## config.mk

```make
export PLATFORM = sky130hd
export DESIGN_NAME = booth_mult
export DESIGN_NICKNAME = d
export VERILOG_FILES = /design/src/rtl/booth_pkg.sv /design/src/rtl/booth_recoder.sv /design/src/rtl/booth_addsub.sv /design/src/rtl/booth_ctrl.sv /design/src/rtl/booth_mult.sv
export SDC_FILE = /design/constraint.sdc
export NUM_CORES = 1
export LEC_CHECK = 0
export BUFFER_PORTS_ARGS = -buffer_cell sky130_fd_sc_hd__buf_2
export CAP_MARGIN = 20
export CORE_MARGIN = 5
export CORE_UTILIZATION = 30
export DETAILED_ROUTE_END_ITERATION = 7
export PLACE_DENSITY = 0.54
export REMOVE_ABC_BUFFERS = 1
export SLEW_MARGIN = 20
export SYNTH_ARGS = -nofsm -noshare
export SYNTH_HDL_FRONTEND = slang
export SYNTH_HIERARCHICAL = 1
export SYNTH_SLANG_ARGS = --single-unit
export TNS_END_PERCENT = 1
```

## constraint.sdc

```tcl
create_clock -name clk -period 12.1 [get_ports clk]
set_clock_uncertainty 0.05 [all_clocks]
set_input_delay 0.605 -clock clk [delete_from_list [all_inputs] [get_ports clk]]
set_output_delay 0.605 -clock clk [all_outputs]
set_load 0.005 [all_outputs]
```

## src/rtl/booth_pkg.sv

```systemverilog
package booth_pkg;

   typedef enum logic [1:0] {
      STEP_SHIFT = 2'd0,
      STEP_ADD   = 2'd1,
      STEP_SUB   = 2'd2
   } step_e;

   // pair = {current multiplier bit, bit shifted out on previous step}
   function automatic step_e classify(input logic cur, input logic prev);
      step_e s;
      unique case ({cur, prev})
         2'b10:   s = STEP_SUB;
         2'b01:   s = STEP_ADD;
         default: s = STEP_SHIFT;
      endcase
      return s;
   endfunction

endpackage

```

## src/rtl/booth_recoder.sv

```systemverilog
module booth_recoder
   import booth_pkg::*;
(
   input  logic  cur_bit,
   input  logic  prev_bit,
   output step_e step_o,
   output logic  is_sub_o,
   output logic  is_idle_o
);

   always_comb begin
      step_o    = classify(cur_bit, prev_bit);
      is_sub_o  = (step_o == STEP_SUB);
      is_idle_o = (step_o == STEP_SHIFT);
   end

endmodule

```

## src/rtl/booth_addsub.sv

```systemverilog
module booth_addsub #(
   parameter int W      = 17,
   parameter bit RIPPLE = 1'b1
) (
   input  logic [W-1:0] a_i,
   input  logic [W-1:0] b_i,
   input  logic         sub_i,
   output logic [W-1:0] sum_o
);

   if (W < 2) begin : g_bad_width
      $error("booth_addsub: W must be at least 2");
   end

   if (RIPPLE) begin : g_ripple
      logic [W:0]   carry;
      logic [W-1:0] b_eff;
      assign carry[0] = sub_i;
      assign b_eff    = b_i ^ {W{sub_i}};
      for (genvar k = 0; k < W; k++) begin : g_cell
         assign sum_o[k]   = a_i[k] ^ b_eff[k] ^ carry[k];
         assign carry[k+1] = (a_i[k] & b_eff[k]) | (a_i[k] & carry[k]) |
                             (b_eff[k] & carry[k]);
      end
   end else begin : g_behav
      always_comb begin
         if (sub_i) sum_o = a_i - b_i;
         else       sum_o = a_i + b_i;
      end
   end

endmodule

```

## src/rtl/booth_ctrl.sv

```systemverilog
module booth_ctrl #(
   parameter int STEPS = 16
) (
   input  logic clk,
   input  logic rst_n,
   input  logic start_i,
   output logic load_o,
   output logic step_en_o,
   output logic done_o
);

   localparam int CW = (STEPS > 1) ? $clog2(STEPS) : 1;
   localparam logic [CW-1:0] LAST = CW'(STEPS - 1);

   if (STEPS < 2) begin : g_bad_steps
      $error("booth_ctrl: STEPS must be at least 2");
   end

   logic          busy_q;
   logic [CW-1:0] cnt_q;

   assign load_o    = start_i & ~busy_q;
   assign step_en_o = busy_q;

   always_ff @(posedge clk or negedge rst_n) begin
      if (!rst_n) begin
         busy_q <= 1'b0;
         cnt_q  <= '0;
         done_o <= 1'b0;
      end else begin
         done_o <= 1'b0;
         if (load_o) begin
            busy_q <= 1'b1;
            cnt_q  <= '0;
         end else if (busy_q) begin
            if (cnt_q == LAST) begin
               busy_q <= 1'b0;
               done_o <= 1'b1;
            end else begin
               cnt_q <= cnt_q + 1'b1;
            end
         end
      end
   end

   // checker-side latency counter, independent of cnt_q
   logic [CW:0] lat_q;
   always_ff @(posedge clk or negedge rst_n) begin
      if (!rst_n)      lat_q <= '0;
      else if (load_o) lat_q <= '0;
      else if (busy_q) lat_q <= lat_q + 1'b1;
   end

   a_r2_done_single: assert property (@(posedge clk) disable iff (!rst_n)
      done_o |=> !done_o);

   a_r2_done_latency: assert property (@(posedge clk) disable iff (!rst_n)
      done_o |-> (lat_q == (CW+1)'(STEPS)));

   a_r6_busy_ignores_start: assert property (@(posedge clk) disable iff (!rst_n)
      (busy_q && start_i && cnt_q != LAST) |=> busy_q);

endmodule

```

## src/rtl/booth_mult.sv

```systemverilog
module booth_mult #(
   parameter int WIDTH  = 16,
   parameter bit RIPPLE = 1'b1
) (
   input  logic                 clk,
   input  logic                 rst_n,
   input  logic                 start_i,
   input  logic [WIDTH-1:0]     mcand_i,
   input  logic [WIDTH-1:0]     mplier_i,
   output logic [2*WIDTH-1:0]   product_o,
   output logic                 done_o
);
   import booth_pkg::*;

   localparam int AW = WIDTH + 1;   // guard bit keeps partial-sum sign

   if (WIDTH < 2) begin : g_bad_width
      $error("booth_mult: WIDTH must be at least 2");
   end

   logic             load, step_en;
   logic [AW-1:0]    acc_q, mcand_q, sum, upd;
   logic [WIDTH-1:0] mq_q;
   logic             prev_q;
   step_e            step;
   logic             is_sub, is_idle;

   booth_ctrl #(.STEPS(WIDTH)) u_ctrl (
      .clk       (clk),
      .rst_n     (rst_n),
      .start_i   (start_i),
      .load_o    (load),
      .step_en_o (step_en),
      .done_o    (done_o)
   );

   booth_recoder u_rec (
      .cur_bit   (mq_q[0]),
      .prev_bit  (prev_q),
      .step_o    (step),
      .is_sub_o  (is_sub),
      .is_idle_o (is_idle)
   );

   booth_addsub #(.W(AW), .RIPPLE(RIPPLE)) u_as (
      .a_i   (acc_q),
      .b_i   (mcand_q),
      .sub_i (is_sub),
      .sum_o (sum)
   );

   assign upd = is_idle ? acc_q : sum;

   always_ff @(posedge clk or negedge rst_n) begin
      if (!rst_n) begin
         acc_q   <= '0;
         mq_q    <= '0;
         prev_q  <= 1'b0;
         mcand_q <= '0;
      end else if (load) begin
         acc_q   <= '0;
         mq_q    <= mplier_i;
         prev_q  <= 1'b0;
         mcand_q <= {mcand_i[WIDTH-1], mcand_i};
      end else if (step_en) begin
         acc_q  <= {upd[AW-1], upd[AW-1:1]};
         mq_q   <= {upd[0], mq_q[WIDTH-1:1]};
         prev_q <= mq_q[0];
      end
   end

   assign product_o = {acc_q[WIDTH-1:0], mq_q};

   a_r7_product_holds: assert property (@(posedge clk) disable iff (!rst_n)
      (!step_en && !start_i) |=> $stable(product_o));

   a_r3_zero_mcand: assert property (@(posedge clk) disable iff (!rst_n)
      (done_o && mcand_q == '0) |-> (product_o == '0));

   a_r5_guard_sign: assert property (@(posedge clk) disable iff (!rst_n)
      done_o |-> (acc_q[AW-1] == acc_q[AW-2]));

endmodule

```

==> results.json <==
{
  "status": "finished, final reports clean",
  "wl_per_cell_um": 13.3,
  "fmax_mhz": 131,
  "grt_util_met2": 0.164,
  "drt-total-wl_um": 6280,
  "critical-path-slowest-cell": "ha_1",
  "internal_power_w": 0.000737,
  "grt_use_met1": 0.138,
  "cts_buffers": 5,
  "power_density_nw_per_um2": 343,
  "grt_pass1_vias": 2134,
  "cts.clk_slew.worst_paths_ns": 0.10,
  "rsz0062_at_grt": "false",
  "slew_viol_final": 0,
  "clkLatencyLatePin_ns": 0.31,
  "overflow": 0,
  "postCtsHoldBufs": 0,
  "critPathArrivalTime_ns": 7.75,
  "cts_tree": "done",
  "worstPathRequired_ns": 12.24,
  "start_util": 0.306,
  "path_class": "flop to flop",
  "cp-end-kind": "flop",
  "drc": 0,
  "p_seq_frac": 0.300,
  "cts_resized": 0,
  "cp_top_family": "adder cells",
  "finish.instance_area_um2": 3630,
  "fin_nets": 388,
  "root_buffer": "clkbuf_8",
  "area_delta_synth_final_pct": 16.2,
  "max-clock-path-buffers": 2,
  "grtUsageTotal": 0.103,
  "gp_congestion": 0.694,
  "rows": 37,
  "maxCapViolCount": 0,
  "ant_nets": 0,
  "ys_warn_count": 6,
  "setup_viol": 0,
  "antennaDiodeCount": 0,
  "die_area_um2": 12600,
  "die_w_um": 112,
  "syn_inst": 276,
  "placed_area_um2": 3520,
  "critPathBufInv": 2,
  "p_sw_frac": 0.409,
  "power.switching_w": 0.000511,
  "dp_hpwl_um": 4380,
  "fin_crit_ns": 7.61,
  "grt_max_degree": 58,
  "p_clk_frac": 0.102,
  "grt-busiest-layer": "met2",
  "viasPerCell": 4.46,
  "synth_area_um2": 3130,
  "h-tree-depth": 2,
  "vdd_drop_max_uv": 114,
  "relSlewSlack": 0.339,
  "tightest_slew_ns": 0.991,
  "drtIter0Drc": 122,
  "core_um2": 10200,
  "drive_above_1_share": 0.307,
  "path_cells": "inv_1 > ha_1 > mux2_2 > fa_1 > fa_1 > inv_1 > fa_1 > fa_1 > fa_1 > fa_1 > fa_1 > fa_1 > fa_1 > fa_1 > fa_1 > fa_1 > fa_1 > fa_1 > fa_1 > xnor2_1 > xnor2_1 > mux2i_1 > nor2_1",
  "p_leak_nw": 1.80,
  "hold_viol_final": 0,
  "finalSetupTns_ns": 0,
  "comb_power_share": 0.598,
  "antenna_found_initial": 0,
  "crit_path_frequent_cell": "fa_1",
  "critical_path.max_stage_delay_ns": 0.80,
  "dieHeight_um": 112,
  "crit_fanout": 17,
  "hp-class": "input pin to asynchronous set/reset pin",
  "post-route-util": 0.355,
  "vias": 2104,
  "cts_setup_buffers": 0,
  "grt_pass1_wl_um": 10800,
  "firstDrtPassIters": 4,
  "portBuffers": 67,
  "fin_crit_sh": 0.629,
  "n_fill_cell": 1043,
  "worst_setup_path_start_kind": "flop",
  "clkSinkCount": 55,
  "grtUsageMet3": 0.0329,
  "num_io_pins": 68,
  "syn_area_per_cell_um2": 11.3
}
==> sequential cells by signal (all words and copies together) (netlist names) <==
name / flops
mcand_q: 16
acc_q: 16
u_ctrl/cnt_q: 4
mq_q: 16
prev_q: 1
u_ctrl/step_en_o: 1
u_ctrl/done_o: 1
==> path summary, 6_finish.rpt <==
check                                  from               end  slack, ns  depth (start not counted)
worst min-delay path                  rst_n          acc_q[0]       0.38                          2
min in group clk                mplier_i[3]           mq_q[3]       0.45                          3
worst min register to register   mcand_q[2]        mcand_q[2]       0.49                          1
max in group asynchronous             rst_n  u_ctrl/step_en_o      11.10                          2
worst max register to register       prev_q         acc_q[15]       4.49                         23
worst max-delay path                 prev_q         acc_q[15]       4.49                         23
==> layout make-up <==
type                    count  area, µm²  share of cell area
multi-input cells         172       1500               0.411
flip-flops and latches     55       1380               0.379
repair buffers             70        358              0.0985
well taps                 136        170              0.0468
inverters                  31        116              0.0320
clock buffers               6       82.6              0.0227
clock inverters             2       35.0             0.00964
==> per-layer routing <==
layer	routed length [µm]	share of wire	vias to the layer above
met5	0	0	-
met4	67	0.011	0
met3	365	0.058	7
met2	3040	0.48	41
met1	2810	0.45	1037
li1	-	-	1019
==> cell usage in the layout, fill, tap and decap left out, drive strengths merged <==
cell type,n
and4b,1
bufinv,1
clkbuf,6
nand2b,1
a21oi,2
nand2,19
nor3,3
buf,70
a211oi,16
a21o,1
nand3,2
o21ai,15
a31oi,1
dfrtp,55
clkinv,1
and4,1
xnor2,16
ha,3
mux2i,34
xor2,3
inv,31
mux2,18
a22o,1
nor2,19
and2b,1
fa,15
==> stage by stage <==
stage	std cells	hold WS [ns]	setup WS (ns)	total power [W]
2_1_floorplan	258	0.259	4.80	0.000951
3_3_place_gp	464	0.472	4.59	0.00112
3_5_place_dp	464	0.472	4.45	0.00114
4_1_cts	472	0.404	4.42	0.00128
5_1_grt	472	0.427	4.06	0.00141
6_report	472	0.383	4.49	0.00125
==> power by group through the flow <==
| stage | Sequential, W | Clock [W] | Combinational (W) |
|---|---|---|---|
| floorplan | 0.000386 | 0 | 0.000566 |
| global placement | 0.000378 | 0 | 0.000741 |
| detailed placement | 0.000381 | 0 | 0.000762 |
| CTS | 0.000377 | 0.000134 | 0.000766 |
| global route | 0.000392 | 0.000144 | 0.000873 |
| finish | 0.000374 | 0.000127 | 0.000747 |
Note: power is estimated with default switching activity, not from simulation.
